### src/rtl/lq_pkg.sv
package lq_pkg;

  typedef enum logic [2:0] {
    ST_INIT   = 3'd0,
    ST_NORMAL = 3'd1,
    ST_BLANK  = 3'd2,
    ST_WINDOW = 3'd3,
    ST_FAULT  = 3'd4
  } lq_state_e;

  typedef struct packed {
    logic clamp;
    logic fault;
    logic pgood;
    logic drv_off;
    logic ss_rst;
    logic hyst;
  } lq_out_t;

  // Output image of each state; registered by the controller.
  function automatic lq_out_t lq_decode(lq_state_e s);
    lq_out_t o;
    o = '0;
    case (s)
      ST_NORMAL: o.pgood = 1'b1;
      ST_BLANK,
      ST_WINDOW: begin
        o.clamp = 1'b1;
        o.pgood = 1'b1;
      end
      ST_FAULT: begin
        o.fault   = 1'b1;
        o.drv_off = 1'b1;
        o.ss_rst  = 1'b1;
        o.hyst    = 1'b1;
      end
      default: o = '0;
    endcase
    return o;
  endfunction

endpackage

### src/rtl/lq_sync.sv
module lq_sync #(
  parameter int unsigned STAGES  = 2,
  parameter logic        RST_VAL = 1'b1
) (
  input  logic clk,
  input  logic rst,
  input  logic d,
  output logic q
);

  logic [STAGES-1:0] sr;

  always_ff @(posedge clk) begin
    if (rst) sr <= {STAGES{RST_VAL}};
    else     sr <= {sr[STAGES-2:0], d};
  end

  assign q = sr[STAGES-1];

endmodule

### src/rtl/lq_timer.sv
module lq_timer #(
  parameter int unsigned LIMIT = 8
) (
  input  logic clk,
  input  logic rst,
  input  logic clear,
  output logic expired
);

  localparam int unsigned W = (LIMIT > 1) ? $clog2(LIMIT) : 1;
  localparam logic [W-1:0] LAST = W'(LIMIT - 1);

  logic [W-1:0] cnt;

  always_ff @(posedge clk) begin
    if (rst || clear)      cnt <= '0;
    else if (cnt != LAST)  cnt <= cnt + W'(1);
  end

  assign expired = (cnt == LAST);

endmodule

### src/rtl/lq_ctrl.sv
module lq_ctrl
  import lq_pkg::*;
(
  input  logic    clk,
  input  logic    rst,
  input  logic    low_s,
  input  logic    expired,
  output logic    tmr_clear,
  output lq_out_t outs
);

  lq_state_e state_q, state_d;

  always_comb begin
    state_d = state_q;
    case (state_q)
      ST_INIT:   if (!low_s) state_d = ST_NORMAL;
      ST_NORMAL: if (low_s)  state_d = ST_BLANK;
      ST_BLANK:  if (expired) state_d = low_s ? ST_FAULT : ST_WINDOW;
      ST_WINDOW: begin
        if (low_s)        state_d = ST_FAULT;
        else if (expired) state_d = ST_NORMAL;
      end
      ST_FAULT:  if (!low_s) state_d = ST_INIT;
      default:   state_d = ST_INIT;
    endcase
  end

  // Restart the timer on every state change so each period starts at zero.
  assign tmr_clear = (state_d != state_q);

  always_ff @(posedge clk) begin
    if (rst) begin
      state_q <= ST_INIT;
      outs    <= '0;
    end else begin
      state_q <= state_d;
      outs    <= lq_decode(state_d);
    end
  end

endmodule

### src/rtl/line_dropout_qualifier.sv
module line_dropout_qualifier #(
  parameter int unsigned PERIOD_TICKS = 6_250_000,
  parameter int unsigned SYNC_STAGES  = 2
) (
  input  logic clk,
  input  logic rst,
  input  logic line_low_i,
  output logic clamp_en_o,
  output logic fault_o,
  output logic pgood_o,
  output logic drv_off_o,
  output logic softstart_rst_o,
  output logic hyst_en_o
);

  import lq_pkg::*;

  logic    low_s;
  logic    expired;
  logic    tmr_clear;
  lq_out_t outs;

  // Reset to "line low" so power-good waits for a real reading.
  lq_sync #(.STAGES(SYNC_STAGES), .RST_VAL(1'b1)) u_sync (
    .clk (clk),
    .rst (rst),
    .d   (line_low_i),
    .q   (low_s)
  );

  lq_timer #(.LIMIT(PERIOD_TICKS)) u_timer (
    .clk     (clk),
    .rst     (rst),
    .clear   (tmr_clear),
    .expired (expired)
  );

  lq_ctrl u_ctrl (
    .clk       (clk),
    .rst       (rst),
    .low_s     (low_s),
    .expired   (expired),
    .tmr_clear (tmr_clear),
    .outs      (outs)
  );

  assign clamp_en_o      = outs.clamp;
  assign fault_o         = outs.fault;
  assign pgood_o         = outs.pgood;
  assign drv_off_o       = outs.drv_off;
  assign softstart_rst_o = outs.ss_rst;
  assign hyst_en_o       = outs.hyst;

endmodule

### config.mk
export PLATFORM = sky130hd
export DESIGN_NAME = line_dropout_qualifier
export DESIGN_NICKNAME = d
export VERILOG_FILES = /design/src/rtl/lq_pkg.sv /design/src/rtl/lq_sync.sv /design/src/rtl/lq_timer.sv /design/src/rtl/lq_ctrl.sv /design/src/rtl/line_dropout_qualifier.sv
export SDC_FILE = /design/constraint.sdc
export NUM_CORES = 1
export LEC_CHECK = 0
export BUFFER_PORTS_ARGS = -buffer_cell sky130_fd_sc_hd__buf_4
export CAP_MARGIN = 20
export CORE_MARGIN = 3
export CORE_UTILIZATION = 50
export CTS_BUF_LIST = sky130_fd_sc_hd__clkbuf_8 sky130_fd_sc_hd__clkbuf_16
export CTS_CLUSTER_SIZE = 10
export DETAILED_ROUTE_END_ITERATION = 6
export PLACE_DENSITY = 0.68
export SYNTH_ARGS = -nofsm -noshare
export SYNTH_HDL_FRONTEND = slang
export SYNTH_HIERARCHICAL = 1
export SYNTH_SLANG_ARGS = --single-unit
### constraint.sdc
create_clock -name clk -period 3 [get_ports clk]
set_input_delay 0.9 -clock clk [delete_from_list [all_inputs] [get_ports clk]]
set_output_delay 0.9 -clock clk [all_outputs]
set_load 0.1 [all_outputs]
==> Word level (Yosys, flattened, before mapping) <==
Index checks and enable logic that the tools add are counted.
{ "classes": {"n_addsub": 1, "eq_ne": 11, "muxes": 12, "reduce_logical": 4} }
{ "op_table": {"columns": ["cell", "count"], "rows": [
  ["3-bit two-way mux", 8],
  ["23-bit by 1-bit adder with 23-bit output, second input constant", 1],
  ["23-bit == test, second input constant", 1],
  ["23-bit inequality test, second input constant", 1],
  ["3-bit one-hot mux with 5 select lines", 1],
  ["3-bit by 2-bit == test with 1-bit output, second input constant", 4],
  ["3-bit by 1-bit == test with 1-bit output, second input constant", 2],
  ["3-bit == test, second input constant", 2],
  ["3-bit zero test", 1],
  ["1-bit two-way mux", 3],
  ["3-bit inequality test", 1],
  ["3-bit OR reduction", 1],
  ["2-bit OR reduction", 1],
  ["1-bit logical OR", 1]
]} }
{ "totals": {"ff_bits": 34, "inputBits": 3, "output_inout_bits": 6, "word_cells": 37} }

==> Depth between registers and ports, before layout <==
Gate-level depths: netlist (run 1).
{ "logic_depth": {"depth_word": 7, "ltp_mapped": 11, "mapped_depth_nobuf": 11} }

==> Modules after synthesis <==
The synthesis (run 1) kept the hierarchy.
{ "modules_own_cells": {"columns": ["mod", "instances", "cells_each", "area_each_um2", "seq_area_each_um2"], "rows": [
  ["lq_timer", 1, 133, 1139.8, 460.4],
  ["lq_ctrl", 1, 29, 279.0, 120.1],
  ["lq_sync", 1, 4, 52.6, 40.0]
]} }

==> Worst setup path before layout (run 1) <==
OpenSTA, ideal clock, no wires.
{ "synth_path": {"path_kind": "register -> register", "startpoint": "register u_timer.cnt[13]", "endpoint": "register u_timer.cnt[4]", "setup_ns": 0.122, "arrival_time_ns": 2.626, "required_time_ns": 2.878, "setup_slack_ns": 0.252, "path_stages_with_launch": 11, "n_path_buf": 1, "period_less_slack_ns": 2.748, "cell_sequence": "dfxtp_1 or4_4 or4_4 nor2_1 nand2b_1 a211oi_1 a31oi_1 or2_2 buf_1 nor4_1 a311o_1"} }
{ "synth_via": {"elab_chain_cells": 6, "elab_cells_between_ends": 8, "classes_between": "eq/ne (3); mux (4); reduce/logical (1)"} }
{ "synth_rtl": {"columns": ["item", "line_no", "source"], "rows": [
  ["start, declared", "lq_timer.sv:13", "logic [W-1:0] cnt;"],
  ["start signal, assigned", "lq_timer.sv:17", "else if (cnt != LAST) cnt <= cnt + W'(1);"],
  ["23-bit == test *", "lq_timer.sv:20", "assign expired = (cnt == LAST);"],
  ["net expired", "line_dropout_qualifier.sv:19", "logic expired;"],
  ["3-bit two-way mux", "lq_ctrl.sv:22", "else if (expired) state_d = ST_NORMAL;"],
  ["3-bit two-way mux", "lq_ctrl.sv:21", "if (low_s) state_d = ST_FAULT;"],
  ["3-bit one-hot mux with 5 select lines *", "lq_ctrl.sv:16", "case (state_q)"],
  ["3-bit inequality test *", "lq_ctrl.sv:30", "assign tmr_clear = (state_d != state_q);"],
  ["net tmr_clear", "line_dropout_qualifier.sv:20", "logic tmr_clear;"],
  ["1-bit logical OR *", "lq_timer.sv:16", "if (rst || clear) cnt <= '0;"]
]} }
The timed path passes the listed nets; every way through them passes the cells marked *.
A chain may end at the register's enable or synchronous reset.

==> Worst setup path after layout (run 1) <==
Ends and elaborated chain as after synthesis.

==> results.sh, run 1 <==
export IMPL_synth_cell_area_sq_um=1470
export IMPL_placed_cells=196
export IMPL_ys_flop_type="dfxtp_1"
export IMPL_dieArea_sq_um=3630
export IMPL_leakagePower_uw=0.000570
export IMPL_grt_use_total_pct=18.9
export IMPL_synth_simple_area_share_pct=31.0
export IMPL_top_usage_layer="met2"
export IMPL_io_pins=9
export IMPL_synth_top_family_by_area="simple AND/OR/NAND/NOR gates"
export IMPL_clock_latency_ns=0.28
export IMPL_drv_cap=0
export IMPL_yosysSeqAreaShare_pct=42.2
export IMPL_yosys_area_share_adder_pct=0.850
export IMPL_cp_data_arrival_time_ns=2.98
export IMPL_synth_mux_area_fraction_pct=0
export IMPL_cts_hold_buf=0
export IMPL_synth_seq_cells=31
export IMPL_status="completed"
export IMPL_min_period_ns=2.81
export IMPL_gp_congestion=0.833
export IMPL_grt_max_degree=19
export IMPL_drt_total_wl_microns=2860
export IMPL_setup_viol=0
export IMPL_clock_skew_ns=0.00718
export IMPL_power_density_nw_per_um2=502
export IMPL_cts_clk_slew_worst_paths_ns=0.06
export IMPL_cts_setup_buffers=0
export IMPL_numPortBuffers=8
export IMPL_synth_most_common_cell="dfxtp_1"
export IMPL_final_hold_violation_count=0
export IMPL_clock_sinks=31
export IMPL_ctsHtreeMaxLevel=2
export IMPL_slew_headroom_pct=70.2
export IMPL_hold_class="reg -> reg"
export IMPL_initial_core_util_pct=52.9
export IMPL_netlist_cell_type_count=44
export IMPL_cts_tree="yes"
export IMPL_wl_per_cell_microns=14.0
export IMPL_n_antenna_cell=0
export IMPL_vias=1235
export IMPL_cts_resized=0
export IMPL_grt_met2_usage_pct=27.5
export IMPL_peakVddDrop_mv=0.395
export IMPL_synth_enable_flop_cells=0
export IMPL_setup_tns_final_ns=0
export IMPL_first_pass_iters=4
export IMPL_drc=0
export IMPL_synth_fp_nets=170
export IMPL_critPathLaunchType="flip-flop"
export IMPL_slew_viol_final=0
export IMPL_grt_pass1_wl_microns=5060
export IMPL_numCtsBuffers=5
export IMPL_ant_nets=0
export IMPL_viasPerCell=6.05
export IMPL_n_fill_cell=248
export IMPL_grt_pass1_vias=1075
export IMPL_synth_xor_area_share_pct=6.55
export IMPL_synth_area_per_cell_sq_um=8.86
export IMPL_cp_max_fo=6
export IMPL_core_area_sq_um=2780
export IMPL_drive_gt1_share_pct=13.9
export IMPL_async_reset_ff_share_pct=0
export IMPL_cp_end_kind="flip-flop"
export IMPL_yosys_warnings=6
export IMPL_fp_row_count=19
export IMPL_final_net_count=176
export IMPL_synth_top_area_cell="dfxtp_1"
export IMPL_fin_crit_sh_pct=93.7
export IMPL_antenna_found_initial=0
export IMPL_synth_common_cells="dfxtp_1, nand3_1, nor2_1"
export IMPL_die_y_microns=60.2
export IMPL_grt_overflow=0
export IMPL_max_freq_mhz=356
export IMPL_fp_dieW_microns=60.2
export IMPL_tightestPinTransition_ns=0.443
export IMPL_syn_inst=166
export IMPL_rsz0062_at_grt="no"
export IMPL_critPathRequiredTime_ns=3.17
export IMPL_synth_compound_area_share_pct=15.5
export IMPL_p_total_uw=818
export IMPL_use_met3_pct=6.48
export IMPL_multi_input_area_sq_um=793
export IMPL_yosys_top_cells_area="dfxtp_1, xor2_1, nand3_1"
export IMPL_dr_first_iter_drc_count=69
export IMPL_grtUsageMet1_pct=25.4
export IMPL_place_hpwl_microns=2040
export IMPL_sequential_cell_area_sq_um=621
export IMPL_regToRegSetupSlack_ns=0.19
export IMPL_clockBufferDepth=2
export IMPL_synth_top_area_share_pct=42.2
export IMPL_critPathKind="reg -> reg"
export IMPL_fin_cells=204
export IMPL_area_delta_synth_final_pct=10.9
export IMPL_cts_root_buf="clkbuf_8"
[kinds of logic after synthesis]
kind of cell    Yosys count
simple gates             76
buf+inv                  12
xor+xnor                 11
compound gates           35
fa+ha+maj                 1
flops                    31
[registers in the layout (all words and copies together), names as in the netlist]
register	count
u_timer/cnt	23
u_sync/sr	2
u_ctrl/state_q	3
u_ctrl/outs	3
[report_power, final]
part / total (uW) / switching (uW) / internal (uW)
Combinational: 41.4 / 27.5 / 13.9
Clock: 350 / 144 / 206
Sequential: 427 / 7.92 / 419
[area by class of cell]
cell class	instances	area share (%)
Inverter	1	0.230
Timing Repair Buffer	10	4.60
Clock inverter	1	0.230
Clock buffer	7	5.90
Multi-Input combinational cell	123	48.6
Tap cell	31	2.38
Sequential cell	31	38.0
[layout by cell type, fill, tap and decap left out, types with 2 or more instances in the layout]
cell	instances
a211oi_1	3
a21oi_1	10
and2_1	3
and3b_1	2
and4_1	5
buf_4	10
clkbuf_8	7
dfxtp_1	31
inv_1	2
nand2_1	6
nand2b_1	3
nand3_1	13
nand3b_1	2
nand4_1	10
nor2_1	13
o21ai_0	7
o21ai_1	2
o31ai_1	3
or2_1	2
or3_1	4
or4_1	3
or4_4	2
xor2_1	11
[worst max-delay path: stages (launching register included)]
cell and delay [ns]:
dfxtp_1 0.36, or4_4 0.56, or4_4 0.55, nor2_1 0.27, nand2b_1 0.15, a211oi_1 0.07
a31oi_1 0.18, or2_2 0.20, nor4_1 0.06, a311o_1 0.32
[metal layers]
metal	wire (microns)	vias to the layer above
li1	-	633
met1	1380	585
met2	1320	11
met3	115	6
met4	48	0
met5	0	-
[final timing paths]
| check | startpoint | end | cells after the start |
|---|---|---|---|
| setup reg to reg | u_timer/cnt[13]$_SDFFE_PP0P_ | u_timer/cnt[4]$_SDFFE_PP0P_ | 9 |
| hold reg to reg | u_sync/sr[0]$_SDFF_PP1_ | u_sync/sr[1]$_SDFF_PP1_ | 1 |
| hold / removal | u_sync/sr[0]$_SDFF_PP1_ | u_sync/sr[1]$_SDFF_PP1_ | 1 |
| setup / recovery | u_timer/cnt[13]$_SDFFE_PP0P_ | u_timer/cnt[4]$_SDFFE_PP0P_ | 9 |
[through the flow]
| stage | hold WS, ns | utilization, % | setup slack, ns | area [sq um] |
|---|---|---|---|---|
| 5_1_grt | 0.443 | 58.7 | 0.0298 | 1630 |
| 3_5_place_dp | 0.400 | 55.1 | 0.191 | 1530 |
| 2_1_floorplan | 0.383 | - | 0.252 | 1470 |
| 4_1_cts | 0.414 | 58.7 | 0.186 | 1630 |
| 6_report | 0.411 | 58.7 | 0.189 | 1630 |
| 3_3_place_gp | 0.397 | 55.1 | 0.257 | 1530 |
(Power assumes the default switching activity.)
==> run 2: changes to the inputs <==
--- a/config.mk
+++ b/config.mk
@@ -12,6 +12,7 @@
 export CTS_BUF_LIST = sky130_fd_sc_hd__clkbuf_8 sky130_fd_sc_hd__clkbuf_16
 export CTS_CLUSTER_SIZE = 10
 export DETAILED_ROUTE_END_ITERATION = 6
+export GPL_TIMING_DRIVEN = 0
 export PLACE_DENSITY = 0.68
 export SYNTH_ARGS = -nofsm -noshare
 export SYNTH_HDL_FRONTEND = slang
==> run 2 against run 1 <==
Net effect:
- clock skew down 0.0041 ns
- hold slack improved by 0.0085 ns
- via count up 1.4%
- utilization up 0.94 points
- largest cell class unchanged
==> results.sh, run 2 (same netlist as run 1, synthesis figures left out) <==
export IMPL_antenna_found_initial=0
export IMPL_drt_total_wl_microns=2850
export IMPL_peakVddDrop_mv=0.471
export IMPL_place_hpwl_microns=2090
export IMPL_drive_gt1_share_pct=15.5
export IMPL_dr_first_iter_drc_count=68
export IMPL_crit_slowest_cell="or4_4"
export IMPL_clock_latency_ns=0.27
export IMPL_post_route_cell_area_sq_um=1660
export IMPL_cp_end_kind="flip-flop"
export IMPL_largestRegisters="u_timer/cnt: 23 flops, u_ctrl/outs: 3 flops, u_ctrl/state_q: 3 flops"
export IMPL_initial_core_util_pct=52.9
export IMPL_p_clk_share_pct=38.8
export IMPL_hold_start="u_sync/sr[0]$_SDFF_PP1_"
export IMPL_tightestPinTransition_ns=0.436
export IMPL_crit_chain="or4_4 > or4_4 > nor2_4 > nand2b_1 > a211oi_1 > a31oi_1 > or2_2 > nor4_1 > a311o_1"
export IMPL_grt_max_degree=11
export IMPL_layout_cells_most_common="dfxtp_1"
export IMPL_clock_skew_ns=0.00311
export IMPL_pwr_share_seq_pct=55.8
export IMPL_hold_class="reg -> reg"
export IMPL_cp_endpoint="u_timer/cnt[4]$_SDFFE_PP0P_"
export IMPL_min_period_ns=2.76
export IMPL_vias=1252
export IMPL_ant_nets=0
export IMPL_drv_cap=0
export IMPL_drc=0
export IMPL_timing_rr_end="u_timer/cnt[4]$_SDFFE_PP0P_"
export IMPL_largest_reg_flops=23
export IMPL_cts_hold_buf=0
export IMPL_crit_cells=9
export IMPL_dp_slack_ns=-0.155
export IMPL_gp_congestion=0.748
export IMPL_numPortBuffers=8
export IMPL_setup_ws_ns=0.236
export IMPL_critPathKind="reg -> reg"
export IMPL_critPathMaxStageDelay_ns=0.57
export IMPL_ctsHtreeMaxLevel=2
export IMPL_cts_setup_buffers=0
export IMPL_area_delta_synth_final_pct=12.7
export IMPL_crit_path_frequent_cell="or4_4"
export IMPL_top_register="u_timer/cnt"
export IMPL_viasPerCell=5.91
export IMPL_dieArea_sq_um=3630
export IMPL_wl_per_cell_microns=13.5
export IMPL_first_pass_iters=4
export IMPL_cts_tree="yes"
export IMPL_leakagePower_uw=0.000590
export IMPL_numCtsBuffers=5
export IMPL_fp_dieW_microns=60.2
export IMPL_p_int_uw=589
export IMPL_grt_pass1_vias=1115
export IMPL_die_y_microns=60.2
export IMPL_status="completed"
export IMPL_grt_pass1_wl_microns=5090
export IMPL_setup_tns_final_ns=0
export IMPL_fin_crit_sh_pct=92.1
export IMPL_reg2reg_from="u_timer/cnt[13]$_SDFFE_PP0P_"
export IMPL_rsz0062_at_grt="no"
export IMPL_clock_sinks=31
export IMPL_slew_headroom_pct=70.7
export IMPL_cp_data_arrival_time_ns=2.92
export IMPL_cp_top_family="simple AND/OR/NAND/NOR gates"
export IMPL_ff2ff_path_depth=9
export IMPL_cp_num_buf_inv=0
export IMPL_n_antenna_cell=0
export IMPL_p_sw_uw=176
export IMPL_regToRegSetupSlack_ns=0.24
export IMPL_cp_max_fo=6
export IMPL_grt_use_total_pct=18.8
export IMPL_critPathLaunchType="flip-flop"
export IMPL_cts_root_buf="clkbuf_8"
export IMPL_clockBufferDepth=2
export IMPL_postPlaceCellArea_sq_um=1570
export IMPL_io_pins=9
export IMPL_swShare_pct=23.1
export IMPL_power_density_nw_per_um2=461
export IMPL_final_net_count=184
export IMPL_slew_viol_final=0
export IMPL_max_freq_mhz=362
export IMPL_fp_row_count=19
export IMPL_final_cell_mix="dfxtp_1, nand3_1, nor2_1"
export IMPL_core_area_sq_um=2780
export IMPL_setup_viol=0
export IMPL_comb_power_share_pct=5.4
export IMPL_grt_overflow=0
export IMPL_crit_start="u_timer/cnt[13]$_SDFFE_PP0P_"
export IMPL_final_hold_violation_count=0
export IMPL_cts_clk_slew_worst_paths_ns=0.06
export IMPL_critPathRequiredTime_ns=3.16
## run 2: per-stage QoR
| stage | hold WS (ns) | cells | total power [uW] | util, % |
|---|---|---|---|---|
| after global routing | 0.445 | 212 | 803 | 59.6 |
| after global placement | 0.396 | 205 | 476 | 56.5 |
| final | 0.419 | 212 | 765 | 59.6 |
| after CTS | 0.426 | 213 | 778 | 59.6 |
| after floorplan | 0.383 | 166 | 465 | - |
| after detailed placement | 0.406 | 205 | 478 | 56.5 |
## run 2: power groups by stage
stage | clock network, uW | logic [uW] | registers, uW
after global placement | 0 | 40.7 | 435
final | 297 | 41.5 | 427
after floorplan | 0 | 21.9 | 443
after detailed placement | 0 | 41.7 | 436
after global routing | 329 | 46.2 | 428
after CTS | 309 | 42.3 | 427
## run 2: per-layer routing
layer | vias to the layer above | global-route usage, % | wire length [microns]
li1 | 649 | - | -
met1 | 582 | 24.8 | 1440
met2 | 17 | 28.2 | 1300
met3 | 4 | 5.83 | 81
met4 | 0 | 7.59 | 39
met5 | - | 0 | 0
## run 2: cell type report
| cell class | instances | area (sq um) |
|---|---|---|
| fillers | 270 | 1120 |
| multi-input cells | 123 | 801 |
| flip-flops and latches | 31 | 621 |
| clock buffers | 5 | 68.8 |
| repair buffers | 8 | 60.1 |
| plain buffers | 10 | 52.6 |
| well taps | 31 | 38.8 |
| clock inverters | 3 | 12.5 |
| inverters | 1 | 3.75 |
## run 2: how the worst min path moves through the flow
stage                                   end  slack [ns]  cells past startpoint
floorplan           u_sync/sr[1]$_SDFF_PP1_        0.38                      1
global placement    u_sync/sr[1]$_SDFF_PP1_        0.40                      1
detailed placement  u_sync/sr[1]$_SDFF_PP1_        0.41                      1
CTS                 u_sync/sr[1]$_SDFF_PP1_        0.43                      1
global route        u_sync/sr[1]$_SDFF_PP1_        0.44                      1
finish              u_sync/sr[1]$_SDFF_PP1_        0.42                      1
## run 2: repair_timing
action                     4_1_cts  5_1_grt
gates cloned                     0        0
gates resized for setup          3        1
pin swaps                        0        0
setup endpoints to repair       21       21
